### src/rtl/irq_scatter_pkg.sv
package irq_scatter_pkg;

    localparam int unsigned WORD_W  = 32;
    localparam int unsigned NSRC    = 64;
    localparam int unsigned VEC_W   = $clog2(NSRC);
    localparam int unsigned ADDR_W  = 3;
    localparam logic [WORD_W-1:0] PRIO_RESET = 32'h0530_9770;

    localparam logic [ADDR_W-1:0] A_MASK_HI = 3'd0;
    localparam logic [ADDR_W-1:0] A_MASK_LO = 3'd1;
    localparam logic [ADDR_W-1:0] A_PEND_HI = 3'd2;
    localparam logic [ADDR_W-1:0] A_PEND_LO = 3'd3;
    localparam logic [ADDR_W-1:0] A_VECTOR  = 3'd4;
    localparam logic [ADDR_W-1:0] A_CONFIG  = 3'd5;
    localparam logic [ADDR_W-1:0] A_PRIO_A  = 3'd6;
    localparam logic [ADDR_W-1:0] A_PRIO_B  = 3'd7;

    typedef struct packed {
        logic [WORD_W-1:0] mask_hi;
        logic [WORD_W-1:0] mask_lo;
        logic [WORD_W-1:0] pend_hi;
        logic [WORD_W-1:0] pend_lo;
        logic [WORD_W-1:0] config_w;
        logic [WORD_W-1:0] prio_a;
        logic [WORD_W-1:0] prio_b;
        logic [VEC_W-1:0]  vec;
        logic              irq;
    } ctl_state_t;

    // True when source s lives in the low word.
    function automatic bit src_in_low(input int s);
        return (s < 16) || (s >= 32 && s < 48);
    endfunction

    // Bit position of source s inside its word.
    function automatic int src_bit(input int s);
        if (s == 0)       return 0;
        else if (s < 16)  return 16 - s;
        else if (s < 19)  return 18 - s;
        else if (s < 31)  return 33 - s;
        else if (s == 31) return 15;
        else if (s < 48)  return 63 - s;
        else              return s - 32;
    endfunction

endpackage

### src/rtl/irq_scatter_map.sv
// Routes per-source lines into the high/low register word layout.
module irq_scatter_map
    import irq_scatter_pkg::*;
#(
    parameter int unsigned N_SRC = NSRC,
    parameter int unsigned W     = WORD_W
) (
    input  logic [N_SRC-1:0] src_i,
    output logic [W-1:0]     hi_o,
    output logic [W-1:0]     lo_o
);
    for (genvar s = 0; s < N_SRC; s++) begin : g_route
        if (src_in_low(s)) begin : g_lo
            assign lo_o[src_bit(s)] = src_i[s];
        end else begin : g_hi
            assign hi_o[src_bit(s)] = src_i[s];
        end
    end
endmodule

### src/rtl/irq_gather_map.sv
// Collects high/low register words back into source-number order.
module irq_gather_map
    import irq_scatter_pkg::*;
#(
    parameter int unsigned N_SRC = NSRC,
    parameter int unsigned W     = WORD_W
) (
    input  logic [W-1:0]     hi_i,
    input  logic [W-1:0]     lo_i,
    output logic [N_SRC-1:0] src_o
);
    for (genvar s = 0; s < N_SRC; s++) begin : g_route
        if (src_in_low(s)) begin : g_lo
            assign src_o[s] = lo_i[src_bit(s)];
        end else begin : g_hi
            assign src_o[s] = hi_i[src_bit(s)];
        end
    end
endmodule

### src/rtl/irq_prio_pick.sv
// Fixed-priority pick: lowest-numbered eligible source, source 0 excluded.
module irq_prio_pick
    import irq_scatter_pkg::*;
#(
    parameter int unsigned N_SRC = NSRC,
    localparam int unsigned IW   = $clog2(N_SRC)
) (
    input  logic             clk,
    input  logic             rst_n,
    input  logic [N_SRC-1:0] elig_i,
    output logic             any_o,
    output logic [IW-1:0]    idx_o
);
    always_comb begin
        any_o = 1'b0;
        idx_o = '0;
        for (int s = N_SRC - 1; s >= 1; s--) begin
            if (elig_i[s]) begin
                any_o = 1'b1;
                idx_o = IW'(s);
            end
        end
    end

    // the chosen index is eligible and never the reserved zero.
    p_pick_valid_r8: assert property (@(posedge clk) disable iff (!rst_n)
        any_o |-> (elig_i[idx_o] && idx_o != '0));
endmodule

### src/rtl/irq_scatter_ctrl.sv
module irq_scatter_ctrl
    import irq_scatter_pkg::*;
(
    input  logic              clk,
    input  logic              rst_n,
    input  logic [NSRC-1:0]   irq_req,
    input  logic              bus_we,
    input  logic [ADDR_W-1:0] bus_addr,
    input  logic [WORD_W-1:0] bus_wdata,
    output logic [WORD_W-1:0] bus_rdata,
    output logic              irq_out
);
    localparam int unsigned VEC_LSB = WORD_W - VEC_W;

    ctl_state_t st_q, st_d;

    logic [NSRC-1:0]   req_eff;
    logic [WORD_W-1:0] req_hi, req_lo;
    logic [NSRC-1:0]   elig_src;
    logic              pick_any;
    logic [VEC_W-1:0]  pick_idx;

    // source 0 is reserved and never requests.
    assign req_eff = {irq_req[NSRC-1:1], 1'b0};

    irq_scatter_map #(.N_SRC(NSRC), .W(WORD_W)) u_scatter (
        .src_i (req_eff),
        .hi_o  (req_hi),
        .lo_o  (req_lo)
    );

    irq_gather_map #(.N_SRC(NSRC), .W(WORD_W)) u_gather (
        .hi_i  (st_q.pend_hi & st_q.mask_hi),
        .lo_i  (st_q.pend_lo & st_q.mask_lo),
        .src_o (elig_src)
    );

    irq_prio_pick #(.N_SRC(NSRC)) u_pick (
        .clk    (clk),
        .rst_n  (rst_n),
        .elig_i (elig_src),
        .any_o  (pick_any),
        .idx_o  (pick_idx)
    );

    always_comb begin
        logic [WORD_W-1:0] clr_hi, clr_lo;
        st_d   = st_q;
        clr_hi = (bus_we && bus_addr == A_PEND_HI) ? bus_wdata : '0;
        clr_lo = (bus_we && bus_addr == A_PEND_LO) ? bus_wdata : '0;
        // Set wins over clear so a still-active level re-pends.
        st_d.pend_hi = (st_q.pend_hi & ~clr_hi) | req_hi;
        st_d.pend_lo = (st_q.pend_lo & ~clr_lo) | req_lo;
        if (bus_we) begin
            unique case (bus_addr)
                A_MASK_HI: st_d.mask_hi  = bus_wdata;
                A_MASK_LO: st_d.mask_lo  = bus_wdata;
                A_CONFIG:  st_d.config_w = bus_wdata;
                A_PRIO_A:  st_d.prio_a   = bus_wdata;
                A_PRIO_B:  st_d.prio_b   = bus_wdata;
                default: ;
            endcase
        end
        st_d.irq = |((st_q.pend_hi & st_q.mask_hi) | (st_q.pend_lo & st_q.mask_lo));
        st_d.vec = pick_any ? pick_idx : '0;
    end

    always_ff @(posedge clk or negedge rst_n) begin
        if (!rst_n) begin
            st_q          <= '0;
            st_q.prio_a   <= PRIO_RESET;
            st_q.prio_b   <= PRIO_RESET;
        end else begin
            st_q <= st_d;
        end
    end

    always_comb begin
        unique case (bus_addr)
            A_MASK_HI: bus_rdata = st_q.mask_hi;
            A_MASK_LO: bus_rdata = st_q.mask_lo;
            A_PEND_HI: bus_rdata = st_q.pend_hi;
            A_PEND_LO: bus_rdata = st_q.pend_lo;
            A_VECTOR:  bus_rdata = {st_q.vec, {VEC_LSB{1'b0}}};
            A_CONFIG:  bus_rdata = st_q.config_w;
            A_PRIO_A:  bus_rdata = st_q.prio_a;
            default:   bus_rdata = st_q.prio_b;
        endcase
    end

    assign irq_out = st_q.irq;

    p_mask_hi_wr_r2: assert property (@(posedge clk) disable iff (!rst_n)
        (bus_we && bus_addr == A_MASK_HI) |=> st_q.mask_hi == $past(bus_wdata));

    p_mask_lo_wr_r2: assert property (@(posedge clk) disable iff (!rst_n)
        (bus_we && bus_addr == A_MASK_LO) |=> st_q.mask_lo == $past(bus_wdata));

    p_pend_hi_hold_r5: assert property (@(posedge clk) disable iff (!rst_n)
        !(bus_we && bus_addr == A_PEND_HI)
        |=> (st_q.pend_hi & $past(st_q.pend_hi)) == $past(st_q.pend_hi));

    p_pend_lo_hold_r5: assert property (@(posedge clk) disable iff (!rst_n)
        !(bus_we && bus_addr == A_PEND_LO)
        |=> (st_q.pend_lo & $past(st_q.pend_lo)) == $past(st_q.pend_lo));

    p_req_pends_r4: assert property (@(posedge clk) disable iff (!rst_n)
        (|irq_req[NSRC-1:1]) |=> (|{st_q.pend_hi, st_q.pend_lo}));

    p_irq_vec_agree_r8: assert property (@(posedge clk) disable iff (!rst_n)
        irq_out == (st_q.vec != '0));
endmodule

### config.mk
export PLATFORM = sky130hd
export DESIGN_NAME = irq_scatter_ctrl
export DESIGN_NICKNAME = d
export VERILOG_FILES = /design/src/rtl/irq_scatter_pkg.sv /design/src/rtl/irq_scatter_map.sv /design/src/rtl/irq_gather_map.sv /design/src/rtl/irq_prio_pick.sv /design/src/rtl/irq_scatter_ctrl.sv
export SDC_FILE = /design/constraint.sdc
export NUM_CORES = 1
export LEC_CHECK = 0
export BUFFER_PORTS_ARGS = -buffer_cell sky130_fd_sc_hd__buf_2
export CAP_MARGIN = 20
export CELL_PAD_IN_SITES_DETAIL_PLACEMENT = 0
export CELL_PAD_IN_SITES_GLOBAL_PLACEMENT = 1
export CORE_MARGIN = 5
export CORE_UTILIZATION = 48
export CTS_BUF_LIST = sky130_fd_sc_hd__clkbuf_4
export DETAILED_ROUTE_END_ITERATION = 10
export PLACE_DENSITY = 0.86
export SLEW_MARGIN = 10
export SYNTH_ARGS = -nofsm -noshare
export SYNTH_HDL_FRONTEND = slang
export SYNTH_HIERARCHICAL = 1
export SYNTH_SLANG_ARGS = --single-unit
### constraint.sdc
create_clock -name clk -period 4.8 [get_ports clk]
set_clock_uncertainty 0.05 [all_clocks]
set_input_delay 0.48 -clock clk [delete_from_list [all_inputs] [get_ports clk]]
set_output_delay 0.48 -clock clk [all_outputs]
set_load 0.005 [all_outputs]
==> metrics.yaml, run 1 <==
synthesis:
  syn_avg_cell_area_sq_um: 10.8
  syn_nets: 1289
  yosys_warnings: 6
  syn_area_sq_um: 12800
  syn_inst: 1187
hold_path:
  worstHoldPathType: "in2reg"
  hold_path_depth: 2
  min_to: "st_q[205]"
  min-delay-start: "bus_wdata[6]"
timing:
  fin_hold_ws_ps: 44.4
  slew_headroom_pct: 32.2
  drv_slew: 0
  min_period_ps: 3450
  tightestPinTransition_ps: 1020
  tns_ps: 0
  setup_viol: 0
  rsz0062_at_grt: "no"
  post-route-period-util_pct: 71.9
  max_freq_ghz: 0.290
  hold_violations: 0
floorplanning:
  dieArea_sq_um: 30000
  die_w_um: 173
  rows: 59
  start_util_pct: 49.0
  boundaryPins: 135
  die_h_um: 173
  core_sq_um: 26100
drt:
  drc: 0
  dr.pass1.iters: 5
  drtAntennaViolNets: 0
  drtIter0Drc: 767
  routed_wl_mm: 34.6
  via_per_inst: 5.66
  dr_total_vias: 9461
  wire_per_inst_um: 20.7
clocking:
  clockRootBuffer: "clkbuf_4"
  clk_latency_ps: 700
  cts_tree: "built"
  cts_sinks: 231
  numCtsBuffers: 61
  clockBufferDepth: 3
  path_clk_slew_ps: 70
  cts_resized: 0
  htree_levels: 2
worst_setup_path:
  cp-end-kind: "output port"
  startpoint: "bus_addr[0]"
  crit_type: "in2out"
  cp.arrival_ps: 2920
  critPathLaunchType: "input port"
  cp_max_fo: 33
  rr_startpoint: "st_q[119]"
  r2r_slack_ps: 2470
  r2r_end: "st_q[4]"
  worstPathRequired_ps: 4270
  rr_worst_depth: 7
global_route:
  grt_pass1_vias: 9790
  grt_remaining_overflow: 0
  grt_max_degree: 137
  grt_pass1_wl_mm: 55.3
  antenna_found_initial: 1
  grtUsageTotal_pct: 22.9
final_layout:
  final_nets: 1388
  syn_to_final_growth_pct: 12.2
  fill_cells: 2313
  drive_above_1_share_pct: 35.9
  final_cell_mix: "dfrtp_1 (207), mux2_2 (182), buf_2 (132)"
  final_common_cell: "dfrtp_1"
power:
  p_total_w: 0.00558
  peakVddDrop_v: 0.000264
  power_density_nw_per_um2: 388
  p_leak_nw: 5.87
status:
  status: "completed"
place:
  gp_congestion: 0.988
  io_buffers: 133
  place.detailed.hpwl_mm: 23.1
run:
  cap_violations: 0
==> worst max path at each step <==
stage                               end  slack, ps  cells after the start
after floorplan                 st_q[4]       2690                      8
after global placement    bus_rdata[20]       1340                      7
after detailed placement  bus_rdata[20]       1330                      7
after CTS                 bus_rdata[20]       1310                      7
after global routing      bus_rdata[20]       1200                      7
final                     bus_rdata[20]       1350                      7
==> registers in the layout, indices dropped and copies added, names as in the netlist <==
register,count
irq_out,1
st_q,230
==> per-stage QoR <==
stage | util (%) | cell area (sq um) | cells | setup slack, ps
floorplan | - | 12800 | 1187 | 2690
global placement | 49.2 | 12900 | 1491 | 1340
detailed placement | 49.2 | 12900 | 1491 | 1330
CTS | 55.0 | 14400 | 1671 | 1310
global route | 55.0 | 14400 | 1672 | 1200
finish | 55.0 | 14400 | 1672 | 1350
==> repair_timing <==
| item | in CTS | in global routing |
|---|---|---|
| setup buffers | 0 | 0 |
| hold buffers | 67 | 0 |
| endpoints found under the hold margin | 187 | 0 |
==> layer usage <==
| layer | vias to the layer above | share of wire [%] | track usage (%) |
|---|---|---|---|
| li1 | 4403 | - | - |
| met1 | 4684 | 45 | 32.0 |
| met2 | 324 | 47 | 36.1 |
| met3 | 50 | 5.5 | 3.88 |
| met4 | 0 | 2.1 | 8.01 |
| met5 | - | 0 | 0 |
==> where the power goes <==
part           internal, W  switching [W]  leakage, nW
Combinational     0.000633       0.000639         2.82
Clock              0.00101       0.000806        0.503
Sequential         0.00230       0.000192         2.54
Total              0.00394        0.00164         5.87
==> area by class of cell <==
class	count	area (sq um)	share of cell area [%]
antenna	1	2.50	0.0174
timing repair buffer	217	1500	10.4
multi-input combinational	762	5750	40.0
sequential	231	5810	40.4
tap	335	419	2.92
inverter	13	48.8	0.340
clock inverter	10	68.8	0.479
clock buffer	103	773	5.38
==> critical path, stage by stage <==
cell     delay (ps)
buf_2           610
and2_0          210
buf_4           270
nand2_1         510
buf_4           440
o22a_1          260
buf_2           140
(Power assumes the default switching activity.)
==> run 2, diff against run 1 <==
CORE_UTILIZATION = 44   (was 48)
PLACE_DENSITY = 0.83   (was 0.86)
clock period = 3 ns   (was 4.8 ns; I/O delays follow)
==> metrics.yaml, run 2 (synthesis gave the netlist of run 1 again) <==
clocking:
  htree_levels: 2
  clockBufferDepth: 3
  clk_latency_ps: 700
  numCtsBuffers: 61
  path_clk_slew_ps: 70
  cts_sinks: 231
  clockRootBuffer: "clkbuf_4"
  postCtsSetupBuffers: 0
  cts_tree: "built"
  cts_resized: 0
global_route:
  grt_pass1_wl_mm: 59.2
  grtUsageTotal_pct: 22.5
  antenna_found_initial: 3
  grt_pass1_vias: 10700
  grt_max_degree: 87
  grt_remaining_overflow: 0
timing:
  tightestPinTransition_ps: 852
  slew_headroom_pct: 41.7
  tns_ps: 0
  drv_slew: 0
  rsz0062_at_grt: "no"
  post-route-period-util_pct: 83.7
  min_period_ps: 2510
  max_freq_ghz: 0.398
  setup_viol: 0
  hold_violations: 0
  fin_hold_ws_ps: 147
worst_setup_path:
  slowest_delay_ps: 580
  cpMaxStageDelayCell: "nand2b_1"
  cp-end-kind: "output port"
  cp.arrival_ps: 2160
  worstPathRequired_ps: 2650
  critPathLaunchType: "input port"
  cp_common_cell: "buf_2"
  crit_chain: "buf_2 > nand2b_1 > buf_4 > o22ai_1 > a211oi_1 > buf_2"
  crit_type: "in2out"
  cp_max_fo: 22
final_layout:
  fill_cells: 2517
  final_nets: 1497
  syn_to_final_growth_pct: 21.3
  largest_reg_flops: 230
  final_common_cell: "dfrtp_1"
  final_cell_mix: "dfrtp_1 (207), mux2_2 (182), dlygate4sd3_1 (159)"
  stdcell_count: 1833
  drive_above_1_share_pct: 34.2
  regMostFlops: "st_q"
  fin_util_pct: 54.1
floorplanning:
  die_h_um: 181
  rows: 62
  dieArea_sq_um: 32600
  start_util_pct: 44.6
  core_sq_um: 28700
  boundaryPins: 135
  die_w_um: 181
place:
  io_buffers: 133
  gp_congestion: 0.922
  place_inst: 1557
  place.detailed.hpwl_mm: 24.6
power:
  p_leak_nw: 6.19
  peakVddDrop_v: 0.000332
  power_density_nw_per_um2: 586
drt:
  routed_wl_mm: 37.0
  wire_per_inst_um: 20.2
  drc: 0
  drtIter0Drc: 562
  dr.pass1.iters: 6
  drtAntennaViolNets: 0
  via_per_inst: 5.42
  dr_total_vias: 9928
run:
  cap_violations: 0
hold_path:
  worstHoldPathType: "in2async"
status:
  status: "completed"
## run 2: path summary, 6_finish.rpt
check,from,endpoint,slack (ps),depth (start not counted)
max,bus_addr[2],bus_rdata[18],490,6
min,rst_n,st_q[143],150,2
max reg2reg,st_q[130],st_q[1],550,7
min reg2reg,st_q[41],st_q[41],440,1
max in group asynchronous,rst_n,st_q[27],1820,3
min in group clk,bus_we,st_q[46],240,4
## run 2: where the power goes
part           switching, W  internal (W)  leakage, nW  total (W)
Sequential         0.000314       0.00368         2.54    0.00399
Combinational       0.00105       0.00108         3.14    0.00212
Clock               0.00132       0.00167        0.513    0.00299
Total               0.00268       0.00642         6.19    0.00910
## run 2: critical path, delay by kind of cell
family,cells,cell delay (ps)
buffers and inverters,3,840
AND/OR/NAND/NOR,1,580
AO/OA/AOI/OAI,2,410
## run 2: timing repair
item                                    4_1_cts  5_1_grt
hold buffers                                159        0
endpoints found under the setup margin        0        0
endpoints found under the hold margin       307        0
## run 2: through the flow
step / setup WS [ps] / total power (W) / instance area, sq um
5_1_grt: 295 / 0.00962 / 15500
2_1_floorplan: 892 / 0.00561 / 12800
4_1_cts: 445 / 0.00916 / 15500
3_3_place_gp: 539 / 0.00596 / 13100
3_5_place_dp: 533 / 0.00603 / 13100
6_report: 490 / 0.00910 / 15500
## run 2: final cells by class
type | count | area (sq um) | area share [%]
multi-input cells | 762 | 5740 | 36.9
well taps | 384 | 480 | 3.09
inverters | 13 | 48.8 | 0.314
flip-flops and latches | 231 | 5810 | 37.4
clock inverters | 17 | 128 | 0.821
repair buffers | 326 | 2580 | 16.6
diodes | 1 | 2.50 | 0.0161
clock buffers | 99 | 743 | 4.78
## run 2: routing by layer
| metal | wire length (um) | vias to the layer above | global-route usage (%) |
|---|---|---|---|
| met2 | 17900 | 305 | 37.6 |
| met4 | 772 | 4 | 6.47 |
| met3 | 2160 | 56 | 4.74 |
| li1 | - | 4626 | - |
| met5 | 19 | - | 0 |
| met1 | 16200 | 4937 | 29.6 |
